--- config.mk ---
export PLATFORM = sky130hd
export DESIGN_NAME = dual_oneshot
export DESIGN_NICKNAME = d
export VERILOG_FILES = /design/src/rtl/oneshot_pkg.sv /design/src/rtl/oneshot_edge.sv /design/src/rtl/oneshot_timer.sv /design/src/rtl/oneshot_chan.sv /design/src/rtl/dual_oneshot.sv
export SDC_FILE = /design/constraint.sdc
export NUM_CORES = 1
export LEC_CHECK = 0
export BUFFER_PORTS_ARGS = -buffer_cell sky130_fd_sc_hd__clkbuf_2
export CELL_PAD_IN_SITES_DETAIL_PLACEMENT = 1
export CELL_PAD_IN_SITES_GLOBAL_PLACEMENT = 2
export CORE_MARGIN = 3
export CORE_UTILIZATION = 31
export DETAILED_ROUTE_END_ITERATION = 10
export HOLD_SLACK_MARGIN = 0.03
export PLACE_DENSITY = 0.82
export SYNTH_ARGS = -nofsm -noshare
export SYNTH_HDL_FRONTEND = slang
export SYNTH_SLANG_ARGS = --single-unit
--- constraint.sdc ---
create_clock -name clk -period 5.7 [get_ports clk]
set_input_delay 0.285 -clock clk [delete_from_list [all_inputs] [get_ports clk]]
set_output_delay 0.285 -clock clk [all_outputs]
set_load 0.03 [all_outputs]
--- src/rtl/oneshot_pkg.sv ---
package oneshot_pkg;

  // Combined trigger level: active-high input asserted and active-low input asserted.
  function automatic logic trig_level(input logic hi, input logic lo_n);
    return hi & ~lo_n;
  endfunction

  // Rising transition of a level against its registered copy.
  function automatic logic rise_of(input logic now_v, input logic prev_v);
    return now_v & ~prev_v;
  endfunction

endpackage

--- src/rtl/oneshot_edge.sv ---
module oneshot_edge
  import oneshot_pkg::*;
(
  input  logic clk,
  input  logic rst,
  input  logic clr_n,
  input  logic trig_hi,
  input  logic trig_lo_n,
  output logic cond,
  output logic fire
);

  logic cond_q;

  assign cond = trig_level(trig_hi, trig_lo_n);

  // The registered copy tracks the level even during clear, so a held
  // condition never looks like a new transition after release.
  always_ff @(posedge clk) begin
    if (rst) cond_q <= 1'b1;
    else     cond_q <= cond;
  end

  assign fire = rise_of(cond, cond_q) & clr_n;

endmodule

--- src/rtl/oneshot_timer.sv ---
module oneshot_timer #(
  parameter int CNT_W = 8
) (
  input  logic             clk,
  input  logic             rst,
  input  logic             clr_n,
  input  logic             fire,
  input  logic [CNT_W-1:0] len,
  output logic             busy
);

  localparam logic [CNT_W-1:0] ZERO = '0;
  localparam logic [CNT_W-1:0] ONE  = {{(CNT_W-1){1'b0}}, 1'b1};

  logic [CNT_W-1:0] remain;

  function automatic logic [CNT_W-1:0] next_remain(
    input logic             ld,
    input logic [CNT_W-1:0] ld_val,
    input logic [CNT_W-1:0] cur
  );
    if (ld)                return ld_val;
    else if (cur != ZERO)  return cur - ONE;
    else                   return ZERO;
  endfunction

  always_ff @(posedge clk) begin
    if (rst || !clr_n) remain <= ZERO;
    else               remain <= next_remain(fire, len, remain);
  end

  assign busy = (remain != ZERO);

endmodule

--- src/rtl/oneshot_chan.sv ---
module oneshot_chan #(
  parameter int CNT_W = 8
) (
  input  logic             clk,
  input  logic             rst,
  input  logic             clr_n,
  input  logic             trig_hi,
  input  logic             trig_lo_n,
  input  logic [CNT_W-1:0] len,
  output logic             cond,
  output logic             fire,
  output logic             pulse,
  output logic             pulse_n
);

  logic busy;

  oneshot_edge u_edge (
    .clk       (clk),
    .rst       (rst),
    .clr_n     (clr_n),
    .trig_hi   (trig_hi),
    .trig_lo_n (trig_lo_n),
    .cond      (cond),
    .fire      (fire)
  );

  oneshot_timer #(.CNT_W(CNT_W)) u_timer (
    .clk   (clk),
    .rst   (rst),
    .clr_n (clr_n),
    .fire  (fire),
    .len   (len),
    .busy  (busy)
  );

  // Clear gates the output directly so the pulse ends within the cycle.
  assign pulse   = busy & clr_n;
  assign pulse_n = ~pulse;

endmodule

--- src/rtl/dual_oneshot.sv ---
module dual_oneshot #(
  parameter int NUM_CH = 2,
  parameter int CNT_W  = 8
) (
  input  logic                    clk,
  input  logic                    rst,
  input  logic [NUM_CH-1:0]       clr_n,
  input  logic [NUM_CH-1:0]       trig_lo_n,
  input  logic [NUM_CH-1:0]       trig_hi,
  input  logic [NUM_CH*CNT_W-1:0] pulse_len,
  output logic [NUM_CH-1:0]       pulse,
  output logic [NUM_CH-1:0]       pulse_n
);

  // Internal events brought out by name for the checker.
  logic [NUM_CH-1:0] cond_w;
  logic [NUM_CH-1:0] fire_w;

  for (genvar c = 0; c < NUM_CH; c++) begin : g_ch
    oneshot_chan #(.CNT_W(CNT_W)) u_chan (
      .clk       (clk),
      .rst       (rst),
      .clr_n     (clr_n[c]),
      .trig_hi   (trig_hi[c]),
      .trig_lo_n (trig_lo_n[c]),
      .len       (pulse_len[c*CNT_W +: CNT_W]),
      .cond      (cond_w[c]),
      .fire      (fire_w[c]),
      .pulse     (pulse[c]),
      .pulse_n   (pulse_n[c])
    );
  end

endmodule

==> impl_results.html <==
<table>
<tr><th>Metric</th><th>Value</th></tr>
<tr><th colspan="2">Synth</th></tr>
<tr><td>Synthesis-stage register bit count</td><td>18</td></tr>
<tr><td>Count of mapped cells out of synthesis</td><td>122</td></tr>
<tr><td>Main flop type after synthesis</td><td>dfxtp_1</td></tr>
<tr><td>Share of flip-flops with an asynchronous set or reset after synthesis</td><td>0%</td></tr>
<tr><td>Post-synthesis instance area</td><td>1010 µm²</td></tr>
<tr><td>Post-synthesis cell type with the largest combined area</td><td>dfxtp_1</td></tr>
<tr><td>Distinct cell type count of the synthesized netlist</td><td>32</td></tr>
<tr><td>Proportion of synthesized chip area in sequential cells</td><td>35.5%</td></tr>
<tr><td>Most common library cells after synthesis</td><td>dfxtp_1 (18), nor2_1 (18), nand2_1 (13), inv_1 (7)</td></tr>
<tr><td>Most area-consuming cells after synthesis</td><td>dfxtp_1 (36%), nor2_1 (6.7%), ha_1 (4.9%)</td></tr>
<tr><td>Yosys warning total</td><td>0</td></tr>
<tr><td>Net Count, Synth</td><td>150</td></tr>
<tr><td>Portion of synthesized cell area occupied by the leading cell type</td><td>35.5%</td></tr>
<tr><td>Number of enable flip-flop cells after synthesis</td><td>0</td></tr>
<tr><td>Mean area per synthesized cell</td><td>8.32 µm²</td></tr>
<tr><th colspan="2">CTS</th></tr>
<tr><td>Cell at the root of the clock tree</td><td>clkbuf_4</td></tr>
<tr><td>Setup Buffers After CTS</td><td>0</td></tr>
<tr><td>Deepest level of the CTS H-tree</td><td>1</td></tr>
<tr><td>Clock-pin slew reported for the worst setup and hold paths after clock tree synthesis</td><td>110 ps</td></tr>
<tr><td>Total clock sinks</td><td>18</td></tr>
<tr><td>Worst-Skew Late Latency</td><td>300 ps</td></tr>
<tr><td>Count of hold-fix buffers inserted at cts</td><td>0</td></tr>
<tr><td>CTS resizes</td><td>0</td></tr>
<tr><td>Clock Tree Buf Depth</td><td>2</td></tr>
<tr><td>Clock tree from TritonCTS</td><td>done</td></tr>
<tr><td>Total CTS buffers</td><td>3</td></tr>
<tr><th colspan="2">Global route</th></tr>
<tr><td>Number of antenna violations at the first check in global routing</td><td>0</td></tr>
<tr><td>Aggregate global routing overflow</td><td>0</td></tr>
<tr><td>Via count of the first global-routing pass</td><td>923</td></tr>
<tr><td>Pin count of the biggest net entering global routing</td><td>12</td></tr>
<tr><td>Wire length of the first global-routing pass</td><td>4170 µm</td></tr>
<tr><td>Overall fraction of global-route tracks in use</td><td>13.1%</td></tr>
<tr><th colspan="2">Placed design</th></tr>
<tr><td>Number of I/O port buffers</td><td>27</td></tr>
<tr><td>Placer congestion estimate</td><td>0.851</td></tr>
<tr><td>Placement-stage cell area</td><td>1170 µm²</td></tr>
<tr><td>DPL Wire Length</td><td>1860 µm</td></tr>
<tr><th colspan="2">Worst setup path</th></tr>
<tr><td>Capturing point of the worst reg2reg path</td><td>g_ch[1].u_chan.u_timer.remain[5]$_SDFF_PP0_</td></tr>
<tr><td>Worst Reg2Reg Path Length in Cells</td><td>4</td></tr>
<tr><td>End point of the critical path</td><td>pulse_n[1]</td></tr>
<tr><td>Startpoint of the worst setup timing path</td><td>g_ch[1].u_chan.u_timer.remain[4]$_SDFF_PP0_</td></tr>
<tr><td>Worst setup path class</td><td>flop to output pin</td></tr>
<tr><td>Sort of element at the start of the critical path</td><td>flop</td></tr>
<tr><td>Highest fanout seen on the critical path</td><td>7</td></tr>
<tr><td>Setup slack of the most critical reg-to-reg path</td><td>3800 ps</td></tr>
<tr><td>Worst Path Required</td><td>5410 ps</td></tr>
<tr><td>Critical register-to-register path startpoint</td><td>g_ch[1].u_chan.u_timer.remain[4]$_SDFF_PP0_</td></tr>
<tr><td>Arrival @ worst endpoint</td><td>2090 ps</td></tr>
<tr><td>Type of element capturing the critical path</td><td>output pin</td></tr>
<tr><th colspan="2">Layout</th></tr>
<tr><td>Number of antenna cells inserted</td><td>0</td></tr>
<tr><td>Count of filler cells inserted in the layout</td><td>394</td></tr>
<tr><td>Nets@finish</td><td>177</td></tr>
<tr><td>Share of final-layout standard cells stronger than drive strength 1</td><td>25.7%</td></tr>
<tr><td>Layout area overhead</td><td>18.6%</td></tr>
<tr><td>Final core area utilization</td><td>39.1%</td></tr>
<tr><td>Post-route cell area</td><td>1200 µm²</td></tr>
<tr><th colspan="2">STA</th></tr>
<tr><td>Minimum clock period</td><td>2380 ps</td></tr>
<tr><td>Final setup violation count</td><td>0</td></tr>
<tr><td>Share of the cycle needed by the critical path after routing</td><td>41.7%</td></tr>
<tr><td>Max Fclk</td><td>0.420 GHz</td></tr>
<tr><td>Worst-margin pin slew</td><td>473 ps</td></tr>
<tr><td>Summed negative setup slack over all endpoints</td><td>0 ps</td></tr>
<tr><td>Setup repair after global routing missed its margin</td><td>no</td></tr>
<tr><td>Fin Clk Skew</td><td>4.70 ps</td></tr>
<tr><td>Number of endpoints with negative hold slack in the final report</td><td>0</td></tr>
<tr><td>Max-slew headroom at the worst pin</td><td>68.2%</td></tr>
<tr><td>Final slew viol count</td><td>0</td></tr>
<tr><td>Minimum hold slack</td><td>174 ps</td></tr>
<tr><th colspan="2">Routing</th></tr>
<tr><td>Via count of the routed design</td><td>887</td></tr>
<tr><td>Average vias per placed instance</td><td>4.62</td></tr>
<tr><td>Total wire length</td><td>2270 µm</td></tr>
<tr><td>Initial detailed-routing violation count</td><td>25</td></tr>
<tr><td>Antenna Nets Post-Route</td><td>0</td></tr>
<tr><td>Number of remaining DRC errors</td><td>0</td></tr>
<tr><td>Detailed-routing iteration count for the pre-antenna-repair pass</td><td>4</td></tr>
<tr><td>WL/cell</td><td>11.8 µm</td></tr>
<tr><td>M1 WL</td><td>1120 µm</td></tr>
<tr><td>Topmost layer with routed signal wires</td><td>met4</td></tr>
<tr><td>Amount of wire on met3 after detailed routing</td><td>121 µm</td></tr>
<tr><td>Met2 Routed Length</td><td>976 µm</td></tr>
<tr><th colspan="2">Pwr</th></tr>
<tr><td>Reg power frac</td><td>26.6%</td></tr>
<tr><td>Design internal power</td><td>0.000441 W</td></tr>
<tr><td>Total power</td><td>0.000804 W</td></tr>
<tr><td>Leakage power of the design</td><td>0.564 nW</td></tr>
<tr><td>Power per cell area</td><td>668 nW/µm²</td></tr>
<tr><td>Logic gate share of total power</td><td>63.2%</td></tr>
<tr><td>Largest voltage drop on the vdd net</td><td>0.000170 V</td></tr>
<tr><td>Clock network fraction of design power</td><td>10.2%</td></tr>
<tr><td>P_sw</td><td>0.000363 W</td></tr>
<tr><td>Switching share of power</td><td>45.2%</td></tr>
<tr><th colspan="2">Floorplan</th></tr>
<tr><td>Placeable core region</td><td>3080 µm²</td></tr>
<tr><td>I/O pins</td><td>28</td></tr>
<tr><td>Vertical extent of the die</td><td>63.2 µm</td></tr>
<tr><td>Width of the die</td><td>63.2 µm</td></tr>
<tr><td>Floorplan row count</td><td>20</td></tr>
<tr><td>Total Die Area</td><td>4000 µm²</td></tr>
<tr><td>Initial core utilization</td><td>33.0%</td></tr>
<tr><th colspan="2">Run status</th></tr>
<tr><td>Run status</td><td>completed</td></tr>
<tr><th colspan="2">Worst hold path</th></tr>
<tr><td>Worst Hold Class</td><td>primary input to flop</td></tr>
<tr><th colspan="2">Job</th></tr>
<tr><td>Number of violations of the max-capacitance limit</td><td>0</td></tr>
</table>
## cell usage in the layout, fill, tap and decap left out, drive strengths merged, types with 3 or more instances in the layout
master   n
a22oi    6
clkbuf  31
dfxtp   18
ha       4
inv      8
nand2   13
nand2b   5
nand3    4
nor2    18
nor2b    3
nor3b    3
o21ai    8
xnor2    4
xor2     5
## power groups by stage
stage | combinational, W | clock, W | sequential (W)
6_report | 0.000508 | 0.0000818 | 0.000214
5_1_grt | 0.000584 | 0.0000928 | 0.000222
4_1_cts | 0.000518 | 0.0000861 | 0.000214
3_5_place_dp | 0.000515 | 0 | 0.000218
3_3_place_gp | 0.000507 | 0 | 0.000214
2_1_floorplan | 0.000475 | 0 | 0.000205
## registers in the layout (all words and copies together), names as in the netlist
signal / cells
g_ch.u_chan.u_edge.cond_q: 2
g_ch.u_chan.u_timer.remain: 16
## worst max-delay path: stages (launching register included)
cell      delay (ps)
dfxtp_1          350
or4_4            550
or4b_4           550
nand2_1          120
clkbuf_2         210
## layout make-up
class | count | area (µm²) | share of cell area (%)
clock buffer | 4 | 36.3 | 3.01
tap | 44 | 55.1 | 4.57
inverter | 8 | 30.0 | 2.49
sequential | 18 | 360 | 29.9
timing repair buffer | 28 | 143 | 11.9
multi-input combinational | 90 | 579 | 48.1
## how the worst min path moves through the flow
stage / startpoint / end / slack, ps / cells past startpoint
after floorplan: rst / g_ch[1].u_chan.u_edge.cond_q$_SDFF_PP1_ / 370 / 1
after global placement: pulse_len[7] / g_ch[0].u_chan.u_timer.remain[7]$_SDFF_PP0_ / 480 / 3
after detailed placement: pulse_len[7] / g_ch[0].u_chan.u_timer.remain[7]$_SDFF_PP0_ / 490 / 3
after CTS: pulse_len[7] / g_ch[0].u_chan.u_timer.remain[7]$_SDFF_PP0_ / 160 / 3
after global routing: pulse_len[7] / g_ch[0].u_chan.u_timer.remain[7]$_SDFF_PP0_ / 170 / 3
final: pulse_len[7] / g_ch[0].u_chan.u_timer.remain[7]$_SDFF_PP0_ / 170 / 3
## routing by layer
metal | vias to the layer above | GRT usage [%]
met2 | 18 | 19.1
met1 | 400 | 17.9
li1 | 464 | -
met3 | 5 | 3.21
met4 | 0 | 6.47
met5 | - | 0
## cell families after synthesis
kind of cell             synth area share [%]
AND/OR/NAND/NOR                          29.8
AO/OA/AOI/OAI                            12.6
flip-flops                               35.5
buffers and inverters                    7.40
XOR/XNOR                                 7.77
adder cells (fa/ha/maj)                  4.93
multiplexers                             1.97
## through the flow
stage | setup WS, ps | cells
2_1_floorplan | 3690 | 122
3_3_place_gp | 3680 | 188
3_5_place_dp | 3650 | 188
4_1_cts | 3300 | 192
5_1_grt | 3220 | 192
6_report | 3320 | 192
Note: power is estimated with default switching activity, not from simulation.
